$ cat src/rtl/pwr_gate_pkg.sv
package pwr_gate_pkg;
   typedef enum logic {
      SEL_GATE = 1'b0,
      SEL_BOD  = 1'b1
   } reg_sel_e;

   localparam int IDX_ADC    = 0;
   localparam int IDX_USART  = 1;
   localparam int IDX_SPI    = 2;
   localparam int IDX_TIMER1 = 3;

   localparam int BOD_KEY_BIT = 0;
   localparam int BOD_ARM_BIT = 1;
endpackage

$ cat src/rtl/gate_reg.sv
module gate_reg #(
   parameter int NUM_CH    = 4,
   parameter int GUARD_IDX = 0,
   parameter bit GUARD_EN  = 1'b1
) (
   input  logic              clk,
   input  logic              rst_n,
   input  logic              wr_stb,
   input  logic [NUM_CH-1:0] wr_bits,
   input  logic              guard_busy,
   output logic [NUM_CH-1:0] gate_q,
   output logic              guard_err
);
   if (NUM_CH < 1) begin : g_chk_ch
      $error("gate_reg: NUM_CH must be at least 1");
   end
   if (GUARD_IDX < 0 || GUARD_IDX >= NUM_CH) begin : g_chk_idx
      $error("gate_reg: GUARD_IDX out of range");
   end

   logic [NUM_CH-1:0] gate_d;
   logic              refuse;

   if (GUARD_EN) begin : g_guard
      assign refuse = wr_stb && wr_bits[GUARD_IDX] && guard_busy;
   end else begin : g_noguard
      assign refuse = 1'b0;
   end

   for (genvar i = 0; i < NUM_CH; i++) begin : g_bit
      if (GUARD_EN && i == GUARD_IDX) begin : g_guarded
         assign gate_d[i] = !wr_stb ? gate_q[i] :
                            (refuse ? gate_q[i] : wr_bits[i]);
      end else begin : g_plain
         assign gate_d[i] = wr_stb ? wr_bits[i] : gate_q[i];
      end
   end

   always_ff @(posedge clk or negedge rst_n) begin
      if (!rst_n) begin
         gate_q    <= '0;
         guard_err <= 1'b0;
      end else begin
         gate_q    <= gate_d;
         guard_err <= refuse;
      end
   end

   assert_write_lands_R2: assert property (@(posedge clk) disable iff (!rst_n)
      (wr_stb && !(wr_bits[GUARD_IDX] && guard_busy)) |=> (gate_q == $past(wr_bits)));

   assert_guard_hold_R9: assert property (@(posedge clk) disable iff (!rst_n)
      (GUARD_EN && wr_stb && wr_bits[GUARD_IDX] && guard_busy)
         |=> (gate_q[GUARD_IDX] == $past(gate_q[GUARD_IDX])) && guard_err);

   assert_idle_stable_R2: assert property (@(posedge clk) disable iff (!rst_n)
      !wr_stb |=> $stable(gate_q));
endmodule

$ cat src/rtl/bods_seq.sv
module bods_seq #(
   parameter int WIN = 4,
   parameter int DLY = 3,
   parameter int LEN = 3
) (
   input  logic clk,
   input  logic rst_n,
   input  logic key_wr,
   input  logic arm_wr,
   output logic win_open,
   output logic bods_active
);
   if (WIN < 1) begin : g_chk_win
      $error("bods_seq: WIN must be at least 1");
   end
   if (DLY < 1) begin : g_chk_dly
      $error("bods_seq: DLY must be at least 1");
   end
   if (LEN < 1) begin : g_chk_len
      $error("bods_seq: LEN must be at least 1");
   end

   localparam int WW = $clog2(WIN + 1);
   localparam int DW = $clog2(DLY + 1);
   localparam int LW = $clog2(LEN + 1);
   localparam logic [WW-1:0] WIN_V = WW'(WIN);
   localparam logic [DW-1:0] DLY_V = DW'(DLY);
   localparam logic [LW-1:0] LEN_V = LW'(LEN);

   logic [WW-1:0] win_q;
   logic [DW-1:0] pend_q;
   logic [LW-1:0] act_q;
   logic          active_q;
   logic          arm_ok;

   assign arm_ok = arm_wr && (win_q != '0) && (pend_q == '0) && !active_q;

   always_ff @(posedge clk or negedge rst_n) begin
      if (!rst_n) begin
         win_q <= '0;
      end else if (arm_ok) begin
         win_q <= '0;
      end else if (key_wr) begin
         win_q <= WIN_V;
      end else if (win_q != '0) begin
         win_q <= win_q - 1'b1;
      end
   end

   always_ff @(posedge clk or negedge rst_n) begin
      if (!rst_n) begin
         pend_q <= '0;
      end else if (arm_ok) begin
         pend_q <= DLY_V;
      end else if (pend_q != '0) begin
         pend_q <= pend_q - 1'b1;
      end
   end

   always_ff @(posedge clk or negedge rst_n) begin
      if (!rst_n) begin
         active_q <= 1'b0;
         act_q    <= '0;
      end else if (pend_q == DW'(1)) begin
         active_q <= 1'b1;
         act_q    <= LEN_V;
      end else if (active_q) begin
         act_q <= act_q - 1'b1;
         if (act_q == LW'(1)) active_q <= 1'b0;
      end
   end

   assign win_open    = (win_q != '0);
   assign bods_active = active_q;

   assert_win_bound_R5: assert property (@(posedge clk) disable iff (!rst_n)
      win_q <= WIN_V);

   assert_late_arm_R5: assert property (@(posedge clk) disable iff (!rst_n)
      (arm_wr && !win_open && pend_q == '0 && !active_q) |=> (pend_q == '0));

   assert_rise_delay_R6: assert property (@(posedge clk) disable iff (!rst_n)
      $rose(active_q) |-> ($past(pend_q) == DW'(1)));

   assert_self_clear_R6: assert property (@(posedge clk) disable iff (!rst_n)
      $fell(active_q) |-> ($past(act_q) == LW'(1)));

   assert_no_overlap_R10: assert property (@(posedge clk) disable iff (!rst_n)
      !(active_q && pend_q != '0));
endmodule

$ cat src/rtl/bod_sleep_ctl.sv
module bod_sleep_ctl (
   input  logic clk,
   input  logic rst_n,
   input  logic sleep_req,
   input  logic wake_req,
   input  logic bods_active,
   output logic bod_off
);
   always_ff @(posedge clk or negedge rst_n) begin
      if (!rst_n) begin
         bod_off <= 1'b0;
      end else if (wake_req) begin
         bod_off <= 1'b0;
      end else if (sleep_req && bods_active) begin
         bod_off <= 1'b1;
      end
   end

   assert_sleep_gate_R7: assert property (@(posedge clk) disable iff (!rst_n)
      $rose(bod_off) |-> $past(sleep_req && bods_active));

   assert_wake_clear_R8: assert property (@(posedge clk) disable iff (!rst_n)
      wake_req |=> !bod_off);

   assert_hold_R7: assert property (@(posedge clk) disable iff (!rst_n)
      (bod_off && !wake_req) |=> bod_off);
endmodule

$ cat src/rtl/pwr_gate_ctrl.sv
module pwr_gate_ctrl #(
   parameter int DATA_W     = 8,
   parameter int NUM_PERIPH = 4,
   parameter int UNLOCK_WIN = 4,
   parameter int ARM_DELAY  = 3,
   parameter int ACTIVE_LEN = 3,
   parameter bit ADC_GUARD  = 1'b1
) (
   input  logic                  clk,
   input  logic                  rst_n,
   input  logic                  bus_addr,
   input  logic                  bus_wr,
   input  logic [DATA_W-1:0]     bus_wdata,
   output logic [DATA_W-1:0]     bus_rdata,
   input  logic                  sleep_req,
   input  logic                  wake_req,
   input  logic                  adc_enable,
   output logic [NUM_PERIPH-1:0] clk_en,
   output logic                  bod_off,
   output logic                  bods_status,
   output logic                  adc_gate_err
);
   import pwr_gate_pkg::*;

   if (NUM_PERIPH >= DATA_W) begin : g_chk_width
      $error("pwr_gate_ctrl: NUM_PERIPH must leave reserved bits");
   end
   if (DATA_W < 2) begin : g_chk_data
      $error("pwr_gate_ctrl: DATA_W too small for control bits");
   end

   localparam int RSV_W = DATA_W - NUM_PERIPH;

   reg_sel_e              sel;
   logic                  wr_gate;
   logic                  wr_bod;
   logic                  key_wr;
   logic                  arm_wr;
   logic [NUM_PERIPH-1:0] gate_q;
   logic                  win_open;
   logic                  bods_active;
   logic                  unused_hi;

   assign sel     = reg_sel_e'(bus_addr);
   assign wr_gate = bus_wr && (sel == SEL_GATE);
   assign wr_bod  = bus_wr && (sel == SEL_BOD);
   assign key_wr  = wr_bod && bus_wdata[BOD_ARM_BIT] && bus_wdata[BOD_KEY_BIT];
   assign arm_wr  = wr_bod && bus_wdata[BOD_ARM_BIT] && !bus_wdata[BOD_KEY_BIT];
   assign unused_hi = ^bus_wdata[DATA_W-1:NUM_PERIPH];

   gate_reg #(
      .NUM_CH    (NUM_PERIPH),
      .GUARD_IDX (IDX_ADC),
      .GUARD_EN  (ADC_GUARD)
   ) u_gate (
      .clk        (clk),
      .rst_n      (rst_n),
      .wr_stb     (wr_gate),
      .wr_bits    (bus_wdata[NUM_PERIPH-1:0]),
      .guard_busy (adc_enable),
      .gate_q     (gate_q),
      .guard_err  (adc_gate_err)
   );

   bods_seq #(
      .WIN (UNLOCK_WIN),
      .DLY (ARM_DELAY),
      .LEN (ACTIVE_LEN)
   ) u_seq (
      .clk         (clk),
      .rst_n       (rst_n),
      .key_wr      (key_wr),
      .arm_wr      (arm_wr),
      .win_open    (win_open),
      .bods_active (bods_active)
   );

   bod_sleep_ctl u_sleep (
      .clk         (clk),
      .rst_n       (rst_n),
      .sleep_req   (sleep_req),
      .wake_req    (wake_req),
      .bods_active (bods_active),
      .bod_off     (bod_off)
   );

   assign clk_en      = ~gate_q;
   assign bods_status = bods_active;

   always_comb begin
      bus_rdata = '0;
      if (sel == SEL_GATE) begin
         bus_rdata = {{RSV_W{1'b0}}, gate_q};
      end else begin
         bus_rdata[BOD_ARM_BIT] = bods_active;
         bus_rdata[BOD_KEY_BIT] = win_open;
      end
   end

   assert_reserved_zero_R3: assert property (@(posedge clk) disable iff (!rst_n)
      (sel == SEL_GATE) |-> (bus_rdata[DATA_W-1:NUM_PERIPH] == '0));

   assert_bod_idle_R4: assert property (@(posedge clk) disable iff (!rst_n)
      bod_off |-> (clk_en == $past(clk_en) || $past(wr_gate)));
endmodule

$ cat config.mk
export PLATFORM = sky130hd
export DESIGN_NAME = pwr_gate_ctrl
export DESIGN_NICKNAME = d
export VERILOG_FILES = /design/src/rtl/pwr_gate_pkg.sv /design/src/rtl/gate_reg.sv /design/src/rtl/bods_seq.sv /design/src/rtl/bod_sleep_ctl.sv /design/src/rtl/pwr_gate_ctrl.sv
export SDC_FILE = /design/constraint.sdc
export NUM_CORES = 1
export LEC_CHECK = 0
export CORE_MARGIN = 4
export CORE_UTILIZATION = 48
export CTS_BUF_LIST = sky130_fd_sc_hd__clkbuf_8
export DETAILED_ROUTE_END_ITERATION = 7
export PLACE_DENSITY = 0.87
export SLEW_MARGIN = 15
export SYNTH_ARGS = -nofsm -noshare
export SYNTH_HDL_FRONTEND = slang
export SYNTH_SLANG_ARGS = --single-unit
export TNS_END_PERCENT = 20
$ cat constraint.sdc
create_clock -name clk -period 2.2 [get_ports clk]
set_clock_uncertainty 0.15 [all_clocks]
set_input_delay 0.44 -clock clk [delete_from_list [all_inputs] [get_ports clk]]
set_output_delay 0.44 -clock clk [all_outputs]
set_load 0.005 [all_outputs]
---- Word level (Yosys, flattened, before mapping) ----
Index checks and enable logic that the tools add are counted.
storage, ports and cells
  word-level logic and storage cells ...... 51
  output and inout bits ................... 15
  bits of input ports ..................... 15
  bits in registers ....................... 14
cells by class
  bitwise operators ....................... 3
  add/subtract/negate cells ............... 3
  multiplexer cells ....................... 14
  equal/unequal tests ..................... 2
  reduce and logical (&&, ||, !) cells .... 21
operators by type and width
  operator                                                                number
  2-bit two-way mux                                                       6
  1-bit logical AND                                                       11
  3-bit two-way mux                                                       3
  2-bit nonzero test                                                      4
  3-bit nonzero test                                                      2
  1-bit two-way mux                                                       5
  2-bit by 1-bit equality test with 1-bit output (second input constant)  2
  4-bit inverter                                                          1
  2-bit by 1-bit subtractor with 2-bit output (second input constant)     2
  3-bit by 1-bit subtractor with 3-bit output (second input constant)     1
  1-bit logical NOT                                                       2
  2-bit logical NOT                                                       1
  1-bit inverter                                                          2
  2-bit AND reduction                                                     1

---- Logic depth before layout (Yosys ltp) ----
Gate-level depths: netlist (run 1).
  depth in word-level cells ............... 7
  mapped depth ............................ 5
  gate-level depth less buffers ........... 5

---- Hierarchy ----
From an unflattened synthesis (run 1), not the netlist that was laid out.
unflattened totals
  cell total of the unflattened synthesis .. 76
  area total of the unflattened synthesis .. 774.5 um^2
by module, submodules not included
  module         cells an instance  area each (um^2)  sequential area each (um^2)  instances
  bods_seq       45                 436.7             200.2                        1
  gate_reg       12                 185.2             125.1                        1
  pwr_gate_ctrl  16                 118.9             0.0                          1
  bod_sleep_ctl  3                  33.8              25.0                         1

---- Worst setup path after synthesis (run 1) ----
OpenSTA, ideal clock, no wires.
  kind .................................... register -> output
  start point ............................. register u_seq.win_q[0]
  end point ............................... output bus_rdata[0]
  path buffers ............................ 0
  stages on the path, launching flop included .. 5
  data required time ...................... 1610 ps
  arrival ................................. 907 ps
  setup slack ............................. 703 ps
  cells stage by stage .................... dfrtp_1 > inv_1 > ha_1 > nor2b_2 > a21oi_1
between the ends
  longest elaborated chain between the ends .. 2
ends and longest elaborated chain
  item                    line                 source
  start, declared         bods_seq.sv:30       logic [WW-1:0] win_q;
  start signal, assigned  bods_seq.sv:46       win_q <= win_q - 1'b1;
  3-bit nonzero test      bods_seq.sv:73       assign win_open = (win_q != '0);
  2-bit two-way mux       pwr_gate_ctrl.sv:92  if (sel == SEL_GATE) begin
  end, declared           pwr_gate_ctrl.sv:14  output logic [DATA_W-1:0] bus_rdata,
No other way between the ends.

---- Final worst setup path (run 1) ----
  start point ............................. input bus_addr
  end point ............................... output bus_rdata[1]
between the ends
  longest elaborated chain between the ends .. 1
ends and longest elaborated chain
  item               line                 source
  start, declared    pwr_gate_ctrl.sv:11  input logic bus_addr,
  2-bit two-way mux  pwr_gate_ctrl.sv:92
No other way between the ends.

==> results of run 1 <==
[cells by family after synthesis]
kind of cell / synth area share
and+or+nand+nor: 0.148
buffers and inverters: 0.125
AOI/OAI and AO/OA: 0.139
DFF: 0.454
adders and majority gates: 0.0810
xor gates and xnor gates: 0.0227
muxes: 0.0259
other: 0.00486
[final cells by class]
cell class | count | area share
clock buffer | 4 | 0.0530
timing repair buffer | 23 | 0.214
multi-input combinational | 51 | 0.329
sequential | 14 | 0.337
inverter | 13 | 0.0470
tap | 16 | 0.0193
[stage by stage]
step / hold WS (ns) / area (sq um) / std cells / power, uW / setup TNS, ns
floorplan: -0.00559 / 783 / 85 / 752 / 0
global placement: 0.336 / 981 / 117 / 897 / -0.379
detailed placement: 0.344 / 981 / 117 / 934 / -0.437
CTS: 0.358 / 1040 / 121 / 1200 / 0
global route: 0.378 / 1040 / 121 / 1300 / 0
finish: 0.349 / 1040 / 121 / 1190 / 0
[worst paths after layout]
path,cells past startpoint,from,slack (ns),end
max,3,bus_addr,0.09,bus_rdata[1]
min,2,u_sleep.bod_off,0.35,u_sleep.bod_off
max reg2reg,5,u_seq.pend_q[0],0.57,u_seq.win_q[1]
min reg2reg,2,u_sleep.bod_off,0.35,u_sleep.bod_off
max in group asynchronous,1,rst_n,1.06,u_gate.gate_q[1]
min in group asynchronous,1,rst_n,0.43,u_seq.act_q[0]
[worst min-delay path, cell delays in order, from the launching register on]
cell and delay [ns]:
dfrtp_1 0.34, a21oi_1 0.04, nor2_1 0.07
[layout by cell type, fill, tap and decap left out]
cell type        Yosys  layout
nand2_1              6       6
ha_1                 5       5
buf_4                5       2
clkdlybuf4s50_1      0      19
or2b_1               1       1
inv_1               13      13
o31ai_1              1       1
a21oi_1              4       4
nand2b_4             1       1
conb_1               1       4
o21ai_0              8       8
nand4_1              1       1
nor2b_1              1       1
a22oi_1              1       1
mux2i_1              2       2
dfrtp_1             14      14
nor4_1               1       1
o41ai_1              1       1
xnor2_1              1       1
xor2_1               1       1
o211ai_1             1       1
nand3_1              1       1
nor2b_4              0       1
and3_1               1       1
nor2_1               5       5
dlygate4sd2_1        0       2
o41ai_2              1       1
nand2b_1             2       2
clkbuf_8             0       4
[power by group through the flow]
stage	Combinational (uW)	Clock [uW]	Sequential (uW)
2_1_floorplan	356	0	397
3_3_place_gp	489	0	408
3_5_place_dp	521	0	413
4_1_cts	527	261	412
5_1_grt	601	272	422
6_report	521	255	414
[registers in the layout, indices dropped and copies added, names as in the netlist]
| register | cells |
|---|---|
| u_gate.gate_q | 4 |
| u_seq.win_q | 3 |
| u_seq.act_q | 2 |
| u_seq.pend_q | 2 |
| u_gate.guard_err | 1 |
| u_seq.bods_active | 1 |
| u_sleep.bod_off | 1 |
[metal layers]
layer	GRT usage	part of all wire	vias to the layer above
met1	0.218	0.47	283
met3	0.0627	0.064	2
met5	0	0	-
met4	0.0806	0.018	0
met2	0.232	0.45	19
li1	-	-	302
[timing repair]
item                                   4_1_cts  5_1_grt
resized for setup                            3        0
setup endpoints to repair                    4        0
endpoints found under the hold margin        0        0
==> metrics, run 1 <==
Top Ports 30; crit-path cells dlygate4sd2_1, o21ai_0, clkdlybuf4s50_1; RSZ-0062 raised after global routing false; final setup margin between 0.09 and 0.1 ns; top post-synthesis cells by area dfrtp_1 (45%), ha_1 (8.1%), inv_1 (6.3%), o21ai_0 (5.2%), buf_4 (4.9%); latest clock arrival within the worst-skew pair 0.25 ns; switching pwr 417 uW; Setup crit end kind primary output; Hold WC Path Type register to register; DIE HEIGHT 48.1 um; #FFs+latches synth 14; Worst Path Required 1.61 ns; wirelength, routed 1550 um; post-synth top area share 0.454; slowest stage delay, CP between 0.5 and 0.6 ns; Via Count 606; sw frac 0.350; Synth Flop Type dfrtp_1; Die ar. 2310 sq um; FMAX 474 MHz; DR iter-0 viols 9; CTS Buffer Depth 2; Cells after Synth 82; status finished clean; peak supply drop 0.000680 V; # Post-CTS Setup Buffers 0; Synth Cell Area between 700 and 800 sq um; most area-hungry cell type in the Yosys netlist dfrtp_1; hpwl dp approximately 1200 um; total CTS buffers 3; synth warn 0; number of fill cells 120; Comb pwr share 0.438; CP Class input pin to primary output; num rows 14; antenna fix cells 0; footprint of the multi-input gates 342 sq um; cell area power density 1140 nW/um^2; clock sinks 14; first-pass GRT wire length roughly 2600 um; most frequent cells after synthesis dfrtp_1 (14), inv_1 (13), o21ai_0 (8); share of cells above drive strength 1 0.0857; GR Util All Layers 0.164; initial antenna violation count 0; Die W 48.1 um; Final Max Tran Viols 0; largest net degree at the start of global routing 15; final worst-path cycle share 0.958; CP delay by family, top buffers and inverters; sequential share of the synthesized area 0.454; maxcap violations 0; vias in the first global route 601; Post-synth EDFFs 0; clock slew at reported path FFs 0.06 ns; GP Congestion 0.717; Post-synth ARST share 1.00; synthesized area per cell 9.41 sq um; Tmin final 2.11 ns; Initial Utilization 0.512; fin util 0.689; DRC Markers 0; Rel. slew slack 0.578; Buf/Inv on CP 2; leakage power approximately 0.0005 uW; CTS Root Cell clkbuf_8; CORE AREA 1510 sq um; Arrival @ worst endpoint between 1.5 and 2 ns; Critical Path Fanout Max 9; htree depth 1; Synth cell types 27; worst-margin pin slew 0.632 ns; FF+latch area 350 sq um; Hold Vio Cnt, Final 0; Routed wire per std cell roughly 13 um; internal power 772 uW; drt first pass iters 4; # hold bufs at CTS 0; startpoint type of the worst setup path input pin; Antenna Nets Post-Route 0; Clk network pwr share 0.214; vias per inst about 5.0; Area Growth Syn to Fin 34.5%; Setup Viol. Count Final 0; input/output buffers 21; Critical-path top delay cell clkdlybuf4s50_1; fin nets between 100 and 150; sequential power share 0.348; most frequent cell after synthesis dfrtp_1; TritonCTS clock tree done; total congestion overflow 0; Setup WS pre-CTS -0.165 ns
Note: power is estimated with default switching activity, not from simulation.
==> inputs of run 2 (changes only) <==
Settings changed: CAP_MARGIN from default to 10, HOLD_SLACK_MARGIN from default to 0.05.
==> results of run 2 <==
No change in the layout: final DEF, timing and power equal those of run 1.
==> inputs of run 3 (changes only) <==
Settings changed: SETUP_SLACK_MARGIN from default to 0.3.
==> run 3 against run 2 <==
Design area rose by 2.2%; global-route usage rose by 0.38 points; flip-flop and latch count did not move; core utilization rose by 1.5 points; routed wire length rose by 5.7%; non-clock buffer count rose by 1; clock-buffer cell count did not move.
==> metrics, run 3 (synthesis results as in run 1) <==
status finished clean; cell area power density 1170 nW/um^2 (+2.0%); Antenna Nets Post-Route 0 (unchanged); largest net degree at the start of global routing 15 (unchanged); num rows 14 (unchanged); maxcap violations 0 (unchanged); Via Count 625 (+3.1%); Top Ports 30 (unchanged); Final Max Tran Viols 0 (unchanged); Initial Utilization 0.512 (unchanged); total congestion overflow 0 (unchanged); initial antenna violation count 0 (unchanged); drt first pass iters 4 (unchanged); Comb pwr share 0.455 (+0.017); Die W 48.1 um (unchanged); DR iter-0 viols 8 (-1); Die ar. 2310 sq um (unchanged); Hold WC Path Type register to register; htree depth 1 (unchanged); number of fill cells 121 (+0.83%); fin nets 127 (+0.79%); total negative slack 0 ns (unchanged); clock slew at reported path FFs 0.06 ns (about the same); Worst Hold Depth 2 (unchanged); DRC Markers 0 (unchanged); crit-path cells inv_2, ha_4, nor2b_4, a21oi_1, dlygate4sd2_1; clock sinks 14 (unchanged); Top reg by flops u_gate.gate_q; final worst-path cycle share 0.891 (-0.0671); critical path depth in cells 5 (+2); DP Cell Count 117 (unchanged); latest clock arrival within the worst-skew pair 0.25 ns (about the same); CP Class register to primary output; hold path endpoint u_sleep.bod_off; CTS Root Cell clkbuf_8; Worst Path Required 1.61 ns (about the same); RSZ-0062 raised after global routing true; Clk network pwr share 0.208 (-0.006); Hold Vio Cnt, Final 0 (unchanged); Arrival @ worst endpoint 1.37 ns (-0.15 ns); CTS Buffer Depth 2 (unchanged); DIE HEIGHT 48.1 um (unchanged); most frequent cells in the layout clkdlybuf4s50_1 (17), dfrtp_1 (14), inv_1 (11); Routed wire per std cell 13.5 um (+4.9%); CORE AREA 1510 sq um (unchanged); Buf/Inv on CP 2 (unchanged); antenna fix cells 0 (unchanged); Rel. slew slack 0.575 (-0.00304); Reg2Reg Launch Point u_seq.win_q[1]; commonest non-fill, non-tap cell in the layout clkdlybuf4s50_1; vias per inst 5.12 (+2.3%); input/output buffers 21 (unchanged); Critical Path Fanout Max 4 (-5); CP delay by family, top flip-flops; Area Growth Syn to Fin 37.4%; hold_sp u_sleep.bod_off; switching pwr 443 uW (+6.3%); leakage power 0.000524 uW (+4.0%); vias in the first global route 610 (+1.5%); Non-Filler Instances 122 (+0.83%); FMAX 510 MHz (+7.5%); internal power 796 uW (+3.1%); setup slack, reg-to-reg 0.53 ns (-0.04 ns); startpoint type of the worst setup path register; peak supply drop 0.000679 V (-0.11%); sequential power share 0.337 (-0.011); Setup Viol. Count Final 0 (unchanged); Regs by FF count u_gate.gate_q: 4 flops, u_seq.win_q: 3 flops; R2R cell count 6 (+1); max FFs per register 4 (unchanged); GP Congestion 0.717 (unchanged); first-pass GRT wire length 2630 um (+2.1%); sw frac 0.357 (+0.00692); Worst R2R End u_seq.win_q[1]; GR Util All Layers 0.168 (+0.00380); worst-margin pin slew 0.636 ns (+0.00455 ns); slowest stage delay, CP 0.37 ns (-0.17 ns); hpwl dp 1190 um (unchanged); share of cells above drive strength 1 0.132 (+0.0464); total CTS buffers 3 (unchanged); Critical-path top delay cell dfrtp_1; TritonCTS clock tree done; Setup crit end kind primary output; wirelength, routed 1640 um (+5.7%); Tmin final 1.96 ns (-0.148 ns)
run 3: worst max path at each step:
stage	to	from
floorplan	bus_rdata[0]	u_seq.win_q[0]
global placement	bus_rdata[0]	bus_addr
detailed placement	bus_rdata[1]	bus_addr
CTS	bus_rdata[0]	u_seq.win_q[1]
global route	bus_rdata[0]	u_seq.win_q[0]
finish	bus_rdata[0]	u_seq.win_q[0]
run 3: power by group through the flow:
stage	combinational (uW)	clock, uW	sequential [uW]
5_1_grt	640	272	426
2_1_floorplan	356	0	397
3_3_place_gp	489	0	408
6_report	564	257	418
4_1_cts	538	261	414
3_5_place_dp	521	0	413
run 3: worst reg2reg max path, cell delays in order, from the launching register on:
cell and delay, ns:
dfrtp_1 0.36, inv_2 0.06, ha_4 0.16, nor2b_4 0.13, buf_4 0.15, o41ai_1 0.41
a21oi_1 0.13
run 3: area by class of cell:
cell class,count,area [sq um],area share
repair buffers,24,233,0.219
flip-flops and latches,14,350,0.330
clock buffers,4,55.1,0.0519
inverters,13,48.8,0.0460
well taps,16,20.0,0.0189
multi-input cells,51,354,0.334
run 3: metrics by stage:
step	util	area (sq um)	power (uW)	setup slack, ns	hold WS, ns
after floorplan	-	783	752	0.703	-0.00559
after global placement	0.651	981	897	-0.156	0.336
after detailed placement	0.651	981	934	-0.165	0.344
after CTS	0.696	1050	1210	0.233	0.358
after global routing	0.704	1060	1340	0.198	0.378
final	0.704	1060	1240	0.239	0.349
run 3: timing repair:
item                       CTS  global route
setup buffers                1             0
setup endpoints to repair    4             3
hold buffers                 0             0
gates resized for setup     10             3
run 3: metal layers:
layer  vias up  global-route usage  routed length (um)
met2        23               0.237                 750
met1       294               0.220                 754
met5         -                   0                   0
li1        306                   -                   -
met4         0              0.0914                  28
met3         2              0.0627                 108
